## src/rtl/flash_id_pkg.sv

```systemverilog
package flash_id_pkg;
  localparam int BYTE_W  = 8;
  localparam int N_STEPS = 5;
  localparam int STEP_W  = $clog2(N_STEPS);
  localparam int MAX_LEN = 13;
  localparam int IDX_W   = $clog2(MAX_LEN + 1);
  localparam logic [BYTE_W-1:0] FILL = '0;

  typedef enum logic [2:0] {S_IDLE, S_PREP, S_ISSUE, S_WAIT, S_GAP} seq_state_e;

  function automatic logic [BYTE_W-1:0] step_cmd(input int s);
    case (s)
      0: return 8'h90;
      1: return 8'h9F;
      2: return 8'h4B;
      3: return 8'h05;
      default: return 8'h35;
    endcase
  endfunction

  // bytes sent before the response window (command plus address/dummy)
  function automatic int step_pre(input int s);
    case (s)
      0: return 4;
      2: return 5;
      default: return 1;
    endcase
  endfunction

  function automatic int step_rsp(input int s);
    case (s)
      0: return 2;
      1: return 3;
      2: return 8;
      default: return 1;
    endcase
  endfunction

  function automatic int rsp_off(input int s);
    int acc = 0;
    for (int i = 0; i < s; i++) acc += step_rsp(i);
    return acc * BYTE_W;
  endfunction

  localparam int RES_W = rsp_off(N_STEPS);
endpackage

```

## src/rtl/flash_id_script.sv

```systemverilog
module flash_id_script
  import flash_id_pkg::*;
(
  input  logic [STEP_W-1:0] step,
  output logic [BYTE_W-1:0] cmd,
  output logic [IDX_W-1:0]  pre_len,
  output logic [IDX_W-1:0]  last_idx
);
  always_comb begin
    cmd      = step_cmd(32'(step));
    pre_len  = IDX_W'(step_pre(32'(step)));
    last_idx = IDX_W'(step_pre(32'(step)) + step_rsp(32'(step)) - 1);
  end
endmodule

```

## src/rtl/flash_id_fsm.sv

```systemverilog
module flash_id_fsm
  import flash_id_pkg::*;
(
  input  logic              clk,
  input  logic              rst_n,
  input  logic              start,
  input  logic              byte_done,
  input  logic [BYTE_W-1:0] cmd,
  input  logic [IDX_W-1:0]  pre_len,
  input  logic [IDX_W-1:0]  last_idx,
  output logic [STEP_W-1:0] step,
  output logic              byte_go,
  output logic [BYTE_W-1:0] byte_tx,
  output logic              cs_n,
  output logic              port_en,
  output logic              busy,
  output logic              done,
  output logic              clr,
  output logic              cap_en
);
  localparam logic [STEP_W-1:0] LAST_STEP = STEP_W'(N_STEPS - 1);

  seq_state_e        state_q, state_d;
  logic [STEP_W-1:0] step_q, step_d;
  logic [IDX_W-1:0]  idx_q, idx_d;
  logic              cs_n_q, cs_n_d;
  logic              pen_q, pen_d;
  logic              done_q, done_d;

  always_comb begin
    state_d = state_q;
    step_d  = step_q;
    idx_d   = idx_q;
    cs_n_d  = cs_n_q;
    pen_d   = pen_q;
    done_d  = 1'b0;
    case (state_q)
      S_IDLE: if (start) begin
        pen_d   = 1'b1;
        step_d  = '0;
        idx_d   = '0;
        state_d = S_PREP;
      end
      S_PREP: begin
        cs_n_d  = 1'b0;
        state_d = S_ISSUE;
      end
      S_ISSUE: state_d = S_WAIT;
      S_WAIT: if (byte_done) begin
        if (idx_q == last_idx) begin
          cs_n_d  = 1'b1;
          state_d = S_GAP;
        end else begin
          idx_d   = idx_q + 1'b1;
          state_d = S_ISSUE;
        end
      end
      S_GAP: begin
        if (step_q == LAST_STEP) begin
          pen_d   = 1'b0;
          done_d  = 1'b1;
          state_d = S_IDLE;
        end else begin
          step_d  = step_q + 1'b1;
          idx_d   = '0;
          state_d = S_PREP;
        end
      end
      default: state_d = S_IDLE;
    endcase
  end

  always_ff @(posedge clk or negedge rst_n) begin
    if (!rst_n) begin
      state_q <= S_IDLE;
      step_q  <= '0;
      idx_q   <= '0;
      cs_n_q  <= 1'b1;
      pen_q   <= 1'b0;
      done_q  <= 1'b0;
    end else begin
      state_q <= state_d;
      step_q  <= step_d;
      idx_q   <= idx_d;
      cs_n_q  <= cs_n_d;
      pen_q   <= pen_d;
      done_q  <= done_d;
    end
  end

  assign step    = step_q;
  assign byte_go = (state_q == S_ISSUE);
  assign byte_tx = (idx_q == '0) ? cmd : FILL;
  assign cs_n    = cs_n_q;
  assign port_en = pen_q;
  assign busy    = (state_q != S_IDLE);
  assign done    = done_q;
  assign clr     = (state_q == S_IDLE) && start;
  assign cap_en  = (state_q == S_WAIT) && byte_done && (idx_q >= pre_len);

  p_go_needs_cs_r3: assert property (@(posedge clk) disable iff (!rst_n)
    byte_go |-> (!cs_n_q && pen_q));
  p_cs_gap_r3: assert property (@(posedge clk) disable iff (!rst_n)
    $rose(cs_n_q) |=> cs_n_q);
  p_one_outstanding_r6: assert property (@(posedge clk) disable iff (!rst_n)
    byte_go |=> !byte_go);
  p_done_pulse_r8: assert property (@(posedge clk) disable iff (!rst_n)
    done_q |=> !done_q);
  p_done_quiet_r8: assert property (@(posedge clk) disable iff (!rst_n)
    done_q |-> (cs_n_q && !pen_q));
  p_port_busy_r2: assert property (@(posedge clk) disable iff (!rst_n)
    (state_q == S_IDLE) |-> !pen_q);
endmodule

```

## src/rtl/flash_id_capture.sv

```systemverilog
module flash_id_capture
  import flash_id_pkg::*;
(
  input  logic              clk,
  input  logic              rst_n,
  input  logic              clr,
  input  logic              cap_en,
  input  logic [STEP_W-1:0] step,
  input  logic [BYTE_W-1:0] rx,
  output logic [RES_W-1:0]  res
);
  for (genvar g = 0; g < N_STEPS; g++) begin : g_slot
    localparam int W   = BYTE_W * step_rsp(g);
    localparam int OFF = rsp_off(g);
    logic [W-1:0] slot_q, slot_d;
    logic         hit;

    assign hit = cap_en && (step == STEP_W'(g));

    if (W == BYTE_W) begin : g_single
      always_comb slot_d = rx;
    end else begin : g_multi
      always_comb slot_d = {slot_q[W-BYTE_W-1:0], rx};
    end

    always_ff @(posedge clk or negedge rst_n) begin
      if (!rst_n)   slot_q <= '0;
      else if (clr) slot_q <= '0;
      else if (hit) slot_q <= slot_d;
    end

    assign res[OFF +: W] = slot_q;
  end

  p_clear_r9: assert property (@(posedge clk) disable iff (!rst_n)
    clr |=> (res == '0));
endmodule

```

## src/rtl/flash_id_seq.sv

```systemverilog
module flash_id_seq
  import flash_id_pkg::*;
(
  input  logic        clk,
  input  logic        rst_n,
  input  logic        start,
  input  logic        byte_done,
  input  logic [7:0]  byte_rx,
  output logic        byte_go,
  output logic [7:0]  byte_tx,
  output logic        cs_n,
  output logic        port_en,
  output logic        busy,
  output logic        done,
  output logic [15:0] mfr_dev_id,
  output logic [23:0] jedec_id,
  output logic [63:0] unique_id,
  output logic [7:0]  status1,
  output logic [7:0]  status2
);
  logic [STEP_W-1:0] step;
  logic [BYTE_W-1:0] cmd;
  logic [IDX_W-1:0]  pre_len, last_idx;
  logic              clr, cap_en;
  logic [RES_W-1:0]  res;

  flash_id_script u_script (
    .step(step), .cmd(cmd), .pre_len(pre_len), .last_idx(last_idx)
  );

  flash_id_fsm u_fsm (
    .clk(clk), .rst_n(rst_n), .start(start), .byte_done(byte_done),
    .cmd(cmd), .pre_len(pre_len), .last_idx(last_idx), .step(step),
    .byte_go(byte_go), .byte_tx(byte_tx), .cs_n(cs_n), .port_en(port_en),
    .busy(busy), .done(done), .clr(clr), .cap_en(cap_en)
  );

  flash_id_capture u_cap (
    .clk(clk), .rst_n(rst_n), .clr(clr), .cap_en(cap_en), .step(step),
    .rx(byte_rx), .res(res)
  );

  assign mfr_dev_id = res[rsp_off(0) +: 16];
  assign jedec_id   = res[rsp_off(1) +: 24];
  assign unique_id  = res[rsp_off(2) +: 64];
  assign status1    = res[rsp_off(3) +: 8];
  assign status2    = res[rsp_off(4) +: 8];

  p_idle_quiet_r10: assert property (@(posedge clk) disable iff (!rst_n)
    !busy |-> (cs_n && !byte_go));
endmodule

```

## config.mk

```make
export PLATFORM = sky130hd
export DESIGN_NAME = flash_id_seq
export DESIGN_NICKNAME = d
export VERILOG_FILES = /design/src/rtl/flash_id_pkg.sv /design/src/rtl/flash_id_script.sv /design/src/rtl/flash_id_fsm.sv /design/src/rtl/flash_id_capture.sv /design/src/rtl/flash_id_seq.sv
export SDC_FILE = /design/constraint.sdc
export NUM_CORES = 1
export LEC_CHECK = 0
export BUFFER_PORTS_ARGS = -buffer_cell sky130_fd_sc_hd__clkbuf_2
export CORE_UTILIZATION = 40
export DETAILED_ROUTE_END_ITERATION = 10
export PLACE_DENSITY = 0.7
export SYNTH_ARGS = -nofsm -noshare
export SYNTH_HDL_FRONTEND = slang
export SYNTH_SLANG_ARGS = --single-unit
```

## constraint.sdc

```tcl
create_clock -name clk -period 4.2 [get_ports clk]
set_clock_uncertainty 0.15 [all_clocks]
set_input_delay 1.05 -clock clk [delete_from_list [all_inputs] [get_ports clk]]
set_output_delay 1.05 -clock clk [all_outputs]
set_load 0.01 [all_outputs]
```

==> After elaboration in Yosys (flattened, before gate mapping) <==
Index checks and enable logic that the tools add are counted.
{ "classes": {"addsub": 4, "order_cmp": 1, "eq_ne": 15, "muxes": 35, "reduce_logical": 25} }
{ "op_table": {"columns": ["op", "count"], "rows": [
  ["64-bit 2-to-1 mux", 2],
  ["24-bit 2-to-1 mux", 2],
  ["8-bit 2-to-1 mux", 5],
  ["16-bit 2-to-1 mux", 2],
  ["8-bit case mux with 4 select lines", 1],
  ["4-bit case mux with 3 select lines", 2],
  ["4-bit 2-to-1 mux", 4],
  ["3-bit 2-to-1 mux", 5],
  ["3-bit case mux with 5 select lines", 1],
  ["2-bit nonzero test", 7],
  ["3-bit by 2-bit equality test with 1-bit output, second input constant", 4],
  ["3-bit case mux with 2 select lines", 2],
  ["3-bit AND reduction", 3],
  ["1-bit logical AND", 8],
  ["2-bit inequality test, second input constant", 4],
  ["1-bit 2-to-1 mux", 7],
  ["3-bit by 1-bit equality test with 1-bit output, second input constant", 2],
  ["3-bit equality test, second input constant", 2],
  ["3-bit zero test", 2],
  ["3-bit nonzero test", 2],
  ["5-bit AND reduction", 1],
  ["3-bit by 4-bit adder with 4-bit output", 1],
  ["4-bit by 1-bit adder with 4-bit output, second input constant", 1],
  ["4-bit equality test", 1],
  ["other kinds (7)", 9]
]} }
{ "word_totals": {"regBits": 133, "inputBits": 12, "output_inout_bits": 133, "elab_cells": 91} }

==> Depth between registers and ports, before layout <==
Gate-level depths: netlist of the first run.
{ "logic_depth": {"ltp_word": 8, "mapped_depth": 13, "mapped_depth_nobuf": 11} }

==> Cells and area by module <==
A second synthesis of the first run with hierarchy kept.
{ "unflattened": {"cells_unflattened": 521, "area_unflattened_um2": 6228.5} }
{ "modules_own_cells": {"columns": ["mod", "instances", "cells_per_inst", "area_each_um2", "seq_area_each_um2"], "rows": [
  ["flash_id_capture", 1, 403, 5225.0, 3002.9],
  ["flash_id_fsm", 1, 98, 879.6, 326.6],
  ["flash_id_script", 1, 20, 123.9, 0.0]
]} }

==> Least setup slack after synthesis of the first run <==
OpenSTA, ideal clock, no wires.
{ "synth_path": {"path_type": "register -> register", "start": "reg u_fsm.step_q[1] (netlist: u_fsm.step[1])", "end": "reg u_cap.g_slot[2].slot_q[50]", "setup_time_ns": 0.134, "arrival_time_ns": 2.588, "required_ns": 3.916, "setup_slack_ns": 1.329, "stages_incl_launch_ff": 14, "n_path_buf": 3, "synth_period_minus_slack_ns": 2.871, "cell_sequence": "dfrtp_1 > inv_1 > ha_1 > nand2_1 > or2_2 > ha_1 > or3b_1 > a211oi_4 > nor3_2 > buf_6 > buf_6 > buf_6 > nand2_1 > o21ai_0"} }
{ "synth_between": {"elab_chain_cells": 6, "elab_cells_between_ends": 7, "cone_classes": "order compare: 1; eq/ne: 1; mux: 1; reduce/logical: 4"} }
{ "synth_rtl": {"columns": ["element", "line_no", "source"], "rows": [
  ["from (decl)", "flash_id_fsm.sv:24", "logic [STEP_W-1:0] step_q, step_d;"],
  ["from (signal assigned)", "flash_id_fsm.sv:83", "step_q <= step_d;"],
  ["3-bit by 2-bit equality test with 1-bit output / 3-bit zero test (equally long branches)", "flash_id_pkg.sv:23, flash_id_capture.sv:18", null],
  ["3-bit case mux with 2 select lines", "flash_id_pkg.sv:23", "case (s)"],
  ["4-bit by 3-bit >= comparator with 1-bit output", "flash_id_fsm.sv:99", "assign cap_en = (state_q == S_WAIT) && byte_done && (idx_q >= pre_len);"],
  ["1-bit logical AND", "flash_id_fsm.sv:99", null],
  ["1-bit logical AND (*)", "flash_id_capture.sv:18", "assign hit = cap_en && (step == STEP_W'(g));"],
  ["2-bit nonzero test (no source line) (*)", null, null],
  ["to (signal assigned)", "flash_id_capture.sv:29", "else if (hit) slot_q <= slot_d;"],
  ["to (decl)", "flash_id_capture.sv:15", "logic [W-1:0] slot_q, slot_d;"]
]} }
Mark *: on every way between the ends. The rest lies on a longest branch, timed or not.
A chain may end at the register's enable or synchronous reset.

==> Worst setup path after layout of the first run <==
{ "layout_path": {"start": "reg u_fsm.step_q[1] (netlist: u_fsm.step[1])", "end": "reg u_cap.g_slot[2].slot_q[32]"} }
The elaborated chain is that of the path after synthesis.

==> metrics, run 1 <==
Final Max Tran Viols 0; Root Buffer clkbuf_16; hold path depth 2; Initial Utilization 0.410; drt wl/cell 14.4 um; Post-Synthesis Cells 628; hold endpoint u_cap.g_slot[2].slot_q[26]; worst slew pin tran a little over 1 ns; total placed cells including tap cells 916; Area Growth Syn to Fin 24.3%; Pre-Repair DR Iteration Count 4; reg2reg end u_cap.g_slot[2].slot_q[32]; syn avg cell area around 9.1 um2; critical path endpoint category flip-flop; post-route ant nets 0; # hold bufs at CTS 0; worst rel slew slack 0.319; H-tree levels 4; Layout Cells excl Fill 948; fin crit share 0.795; status completed; Critical Path RT between 4 and 5 ns; clock power share 0.338; Seq/Total Area, Yosys 0.585; static leakage ~3.5 nW; async set or reset register ratio after synthesis 1.00; largest net degree at the start of global routing ~130; Yosys top cell area share 0.580; drt initial violations 313; Top FF cell, synth dfrtp_1; final hold violation count 0; via count 4654; Area contributors post-synth dfrtp_1, nand2_1, o21ai_0; Final Routed Wirelength 13600 um; Internal 2.72 mW; Resized Gates After CTS 0; clock-pin slew of the registers on the worst-case setup and hold paths 0.06 ns; RSZ-0062 raised after global routing false; Synth area leader dfrtp_1; port bufs 144; Die X 121 um; DIE AREA 14700 um2; Antenna diodes 0; number of flops mapped to enable cells by yosys 0; total CTS buffers 17; cells on worst reg2reg path 11; R2R setup slack 0.86 ns; reg2reg start u_fsm.step[1]; # DRC 0; synth warn 0; Seq pwr share 0.429; io pins 145; global route total overflow 0; post-DP HPWL 8720 um; Post-CTS Setup Bufs 0; Sum Neg Setup Slack 0 ns; Min-Delay Path Class reg -> reg; CTS tree done; CP Class reg -> reg; Core ar. approximately 14000 um2; switching pwr around 1.4 mW; vias in the first global route 4280; peak supply drop 0.000311 V; layout cell share with drive strength beyond 1 0.247; FP Rows 43; Die H 121 um; Logic pwr share 0.233; Total Routing Usage GR 0.192; final net count 777; fin area 7080 um2; via/cell ratio 4.91; minimum clock period 3.34 ns; first-pass GRT wire length 21800 um; highest clock rate 300 MHz; maximum root-to-sink buffer count 2; CTS Sinks 133; Critical Path AT 3.44 ns; flops & latches, synth 133; RePlAce Congestion 0.781; Sw Ratio 0.335; PnR Total Power a little over 4 mW; Max Cap Viol 0; initial antenna violation count 0; DP Area 6520 um2; final setup fails 0; Synth cell types 42; clock latency on the worst-skew pair 0.42 ns; Mapped Nets 650; critical-path maximum fanout 128; PD cells just under 600 nW/um2; Worst setup SP type flip-flop; post-synthesis cell area 5690 um2; HP Start u_cap.g_slot[2].slot_q[18]
==> registers in the layout (all words and copies together) (netlist names) <==
name,flops
u_fsm.cs_n,1
u_fsm.idx_q,4
u_fsm.step,3
u_fsm.port_en,1
u_fsm.state_q,3
u_cap.g_slot.slot_q,120
u_fsm.done,1
==> power groups by stage <==
stage / clock, mW / sequential [mW] / combinational (mW)
global placement: 0 / 1.77 / 0.937
floorplan: 0 / 1.79 / 0.538
CTS: 1.41 / 1.75 / 0.966
detailed placement: 0 / 1.77 / 0.964
global route: 1.46 / 1.79 / 1.08
finish: 1.38 / 1.75 / 0.953
==> worst max path at each step <==
stage,from,endpoint,cells after the start
after floorplan,u_fsm.step[1],u_cap.g_slot[2].slot_q[50],13
after global placement,u_fsm.step[1],u_cap.g_slot[2].slot_q[0],11
after detailed placement,u_fsm.step[1],u_cap.g_slot[2].slot_q[39],11
after CTS,u_fsm.step[1],u_cap.g_slot[2].slot_q[39],11
after global routing,u_fsm.step[1],u_cap.g_slot[2].slot_q[12],11
final,u_fsm.step[1],u_cap.g_slot[2].slot_q[32],11
==> synth_stat cells (3+ instances only) <==
cell and number:
o21ai_0 118, o21ai_1 8, buf_4 3, nand3_1 27, buf_6 5, inv_1 17
ha_1 10, buf_2 9, dfrtp_1 132, nor3_1 8, nor2_1 13, nand2_1 220
xor2_1 4, clkbuf_1 24
==> logic make-up (layout without fill, tap and decap cells) <==
| family | after synthesis | count (layout) | share of synthesized area |
|---|---|---|---|
| adder cells (fa/ha/maj) | 10 | 10 | 0.0220 |
| flip-flops | 133 | 133 | 0.585 |
| AO/OA/AOI/OAI | 137 | 137 | 0.129 |
| buffers and inverters | 59 | 199 | 0.0495 |
| AND/OR/NAND/NOR | 284 | 284 | 0.207 |
| XOR/XNOR | 5 | 5 | 0.00769 |
==> worst max-delay path: stages, from the launching register on <==
cell	delay, ns
dfrtp_1	0.45
inv_1	0.11
ha_1	0.19
nand2_1	0.09
or2_2	0.29
ha_1	0.27
or3b_1	0.41
a211oi_4	0.43
nor3_4	0.04
buf_4	0.44
nand2_1	0.20
o21ai_0	0.10
==> layout by cell type, fill, tap and decap left out, drive strengths merged, types with 2 or more instances in the layout <==
master	n
clkbuf	162
inv	18
nand2	220
o21ai	126
ha	10
nand3	28
clkinv	8
clkinvlp	3
and3	2
buf	7
nor3	9
xor2	4
nand2b	2
nor2	13
dfrtp	132
==> cell type report <==
cell class	count	area [um2]
Timing Repair Buffer	150	797
Fill cell	1340	6810
Multi-Input combinational cell	436	2110
Tap cell	180	225
Clock buffer	19	443
Sequential cell	133	3330
Clock inverter	13	109
Inverter	17	63.8
==> per-layer routing <==
layer / up-vias / wire [um] / global-route usage
met1: 2204 / 6540 / 0.270
met2: 128 / 6040 / 0.281
met3: 9 / 919 / 0.0611
li1: 2313 / - / -
met5: - / 0 / 0
met4: 0 / 113 / 0.0602
==> stage by stage <==
stage | worst slack (ns) | hold WS (ns) | utilization
4_1_cts | 0.850 | 0.357 | 0.510
3_5_place_dp | 0.859 | 0.344 | 0.470
3_3_place_gp | 0.909 | 0.338 | 0.470
6_report | 0.863 | 0.354 | 0.510
2_1_floorplan | 1.33 | 0.351 | -
5_1_grt | 0.640 | 0.378 | 0.510
Power figures use the tool's default switching activity.
==> run 2, diff against run 1 <==
PLACE_DENSITY = 0.72   (was 0.7)
clock period = 2.7 ns   (was 4.2 ns; I/O delays follow)
==> run 2 against run 1 <==
Effect of this change:
- the run now ends with setup timing left
- via count rose by 4.1%
- critical path type unchanged
- clock power rose by 56%
- first-iteration DRC count fell by 7.7%
- count of clock-buffer cells in the layout rose by 3
- critical path depth rose by 2
- combinational power rose by 110%
- power rose by 67%
- wire length rose by 6.4%
- sequential share of layout area fell by 3.2 points
- largest cell class unchanged
==> metrics, run 2 (synthesized netlist as in run 1, its figures left out) <==
Logic pwr share 0.290; clock power share 0.315; Antenna diodes 0; # DRC 0; CP Class reg -> reg; Final Routed Wirelength around 14000 um; commonest non-fill, non-tap cell in the layout nand2_1; DIE AREA 14700 um2; io pins about 150; first-pass GRT wire length approximately 23000 um; total CTS buffers 17; Initial Utilization 0.410; Sw Ratio 0.326; static leakage 3.68 nW; maximum root-to-sink buffer count 2; Root Buffer clkbuf_16; Pre-Repair DR Iteration Count 5; RePlAce Congestion 0.808; violated checks setup timing; H-tree levels 4; commonest non-fill, non-tap cells in the layout nand2_1, clkbuf_2, dfrtp_1; highest clock rate 369 MHz; clock latency on the worst-skew pair between 0.4 and 0.5 ns; FP Rows 43; initial antenna violation count 0; peak supply drop 0.000565 V; vias in the first global route around 4500; max FFs per register 120; Sum Neg Setup Slack -0.00976 ns; Total Routing Usage GR 0.203; final net count 809; layout cell share with drive strength beyond 1 0.316; PD cells ~900 nW/um2; Layout Cells excl Fill 975; Core ar. 13900 um2; switching pwr about 2.2 mW; Top reg by flops u_cap.g_slot.slot_q; Seq pwr share 0.395; drt initial violations 289; minimum clock period about 2.7 ns; fin crit share 1.00; post-DP HPWL 9470 um; Fillers between 1000 and 1500; # hold bufs at CTS 0; critical-path maximum fanout 58; Internal 4.60 mW; final worst-path setup slack -0.00709 ns; drt wl/cell 14.8 um; final setup fails 2; total placed cells including tap cells roughly 940; Min-Delay Path Class in -> async; largest net degree at the start of global routing 80; global route total overflow 0; worst slew pin tran around 0.84 ns; Die H 121 um; Die X 121 um; Final Max Tran Viols 0; status finished, violations left; via count 4845; pre-CTS setup slack -0.248 ns; Worst setup SP type flip-flop; final hold violation count 0; Critical Path RT between 2 and 3 ns; critical path endpoint category flip-flop; Largest regs u_cap.g_slot.slot_q x120, u_fsm.idx_q x4; worst rel slew slack 0.442; Critical Path AT 2.84 ns; clock-pin slew of the registers on the worst-case setup and hold paths 0.05 ns; CTS Sinks 133; Area Growth Syn to Fin 33.3%; via/cell ratio 4.97; post-route ant nets 0; Max Cap Viol 0; worst hold margin 0.0718 ns; port bufs 144; CTS tree done; RSZ-0062 raised after global routing true
## run 2: timing repair
action / in CTS / in global routing
setup buffers: 9 / 5
pin swaps: 2 / 12
gates cloned: 1 / 0
setup endpoints to repair: 105 / 121
resized for setup: 21 / 68
## run 2: path summary, 6_finish.rpt
kind	start	end	slack, ns	depth (start not counted)
setup / recovery	u_fsm.step[1]	u_cap.g_slot[2].slot_q[25]	-0.007	13
hold / removal	rst_n	u_cap.g_slot[3].slot_q[6]	0.07	1
setup reg to reg	u_fsm.step[1]	u_cap.g_slot[2].slot_q[25]	-0.007	13
hold reg to reg	u_cap.g_slot[2].slot_q[23]	u_cap.g_slot[2].slot_q[31]	0.35	2
max in group asynchronous	rst_n	u_cap.g_slot[2].slot_q[30]	1.64	2
min in group clk	u_cap.g_slot[2].slot_q[23]	u_cap.g_slot[2].slot_q[31]	0.35	2
## run 2: critical path: stages (launching register included)
cell,delay [ns]
dfrtp_1,0.41
inv_2,0.10
ha_4,0.14
nand2_2,0.05
or2_4,0.24
ha_4,0.20
or3b_4,0.38
a211oi_4,0.25
buf_6,0.14
buf_12,0.09
nor3_4,0.05
buf_12,0.19
nand2_1,0.09
o21ai_0,0.08
## run 2: layout make-up
cell class	count	area [um2]	area share
Multi-Input combinational cell	436	2290	0.302
Clock buffer	22	454	0.0599
Sequential cell	133	3330	0.439
Inverter	17	63.8	0.00841
Timing Repair Buffer	182	1140	0.151
Clock inverter	5	80.1	0.0106
Tap cell	180	225	0.0297
## run 2: through the flow
step | util | power (mW) | instance area [um2]
floorplan | - | 3.64 | 5710
global placement | 0.487 | 4.39 | 6760
detailed placement | 0.487 | 4.44 | 6760
CTS | 0.536 | 6.74 | 7430
global route | 0.547 | 7.22 | 7590
finish | 0.547 | 6.83 | 7590
## run 2: per-layer routing
layer | share of wire | global-route usage | vias up
li1 | - | - | 2377
met1 | 0.45 | 0.270 | 2310
met2 | 0.48 | 0.311 | 138
met3 | 0.056 | 0.0555 | 20
met4 | 0.016 | 0.0864 | 0
met5 | 0 | 0 | -
## run 2: power groups by stage
stage,Sequential [mW],Clock (mW),Combinational [mW]
2_1_floorplan,2.78,0,0.859
3_3_place_gp,2.70,0,1.68
3_5_place_dp,2.71,0,1.73
4_1_cts,2.68,2.19,1.86
5_1_grt,2.74,2.27,2.21
6_report,2.70,2.15,1.98
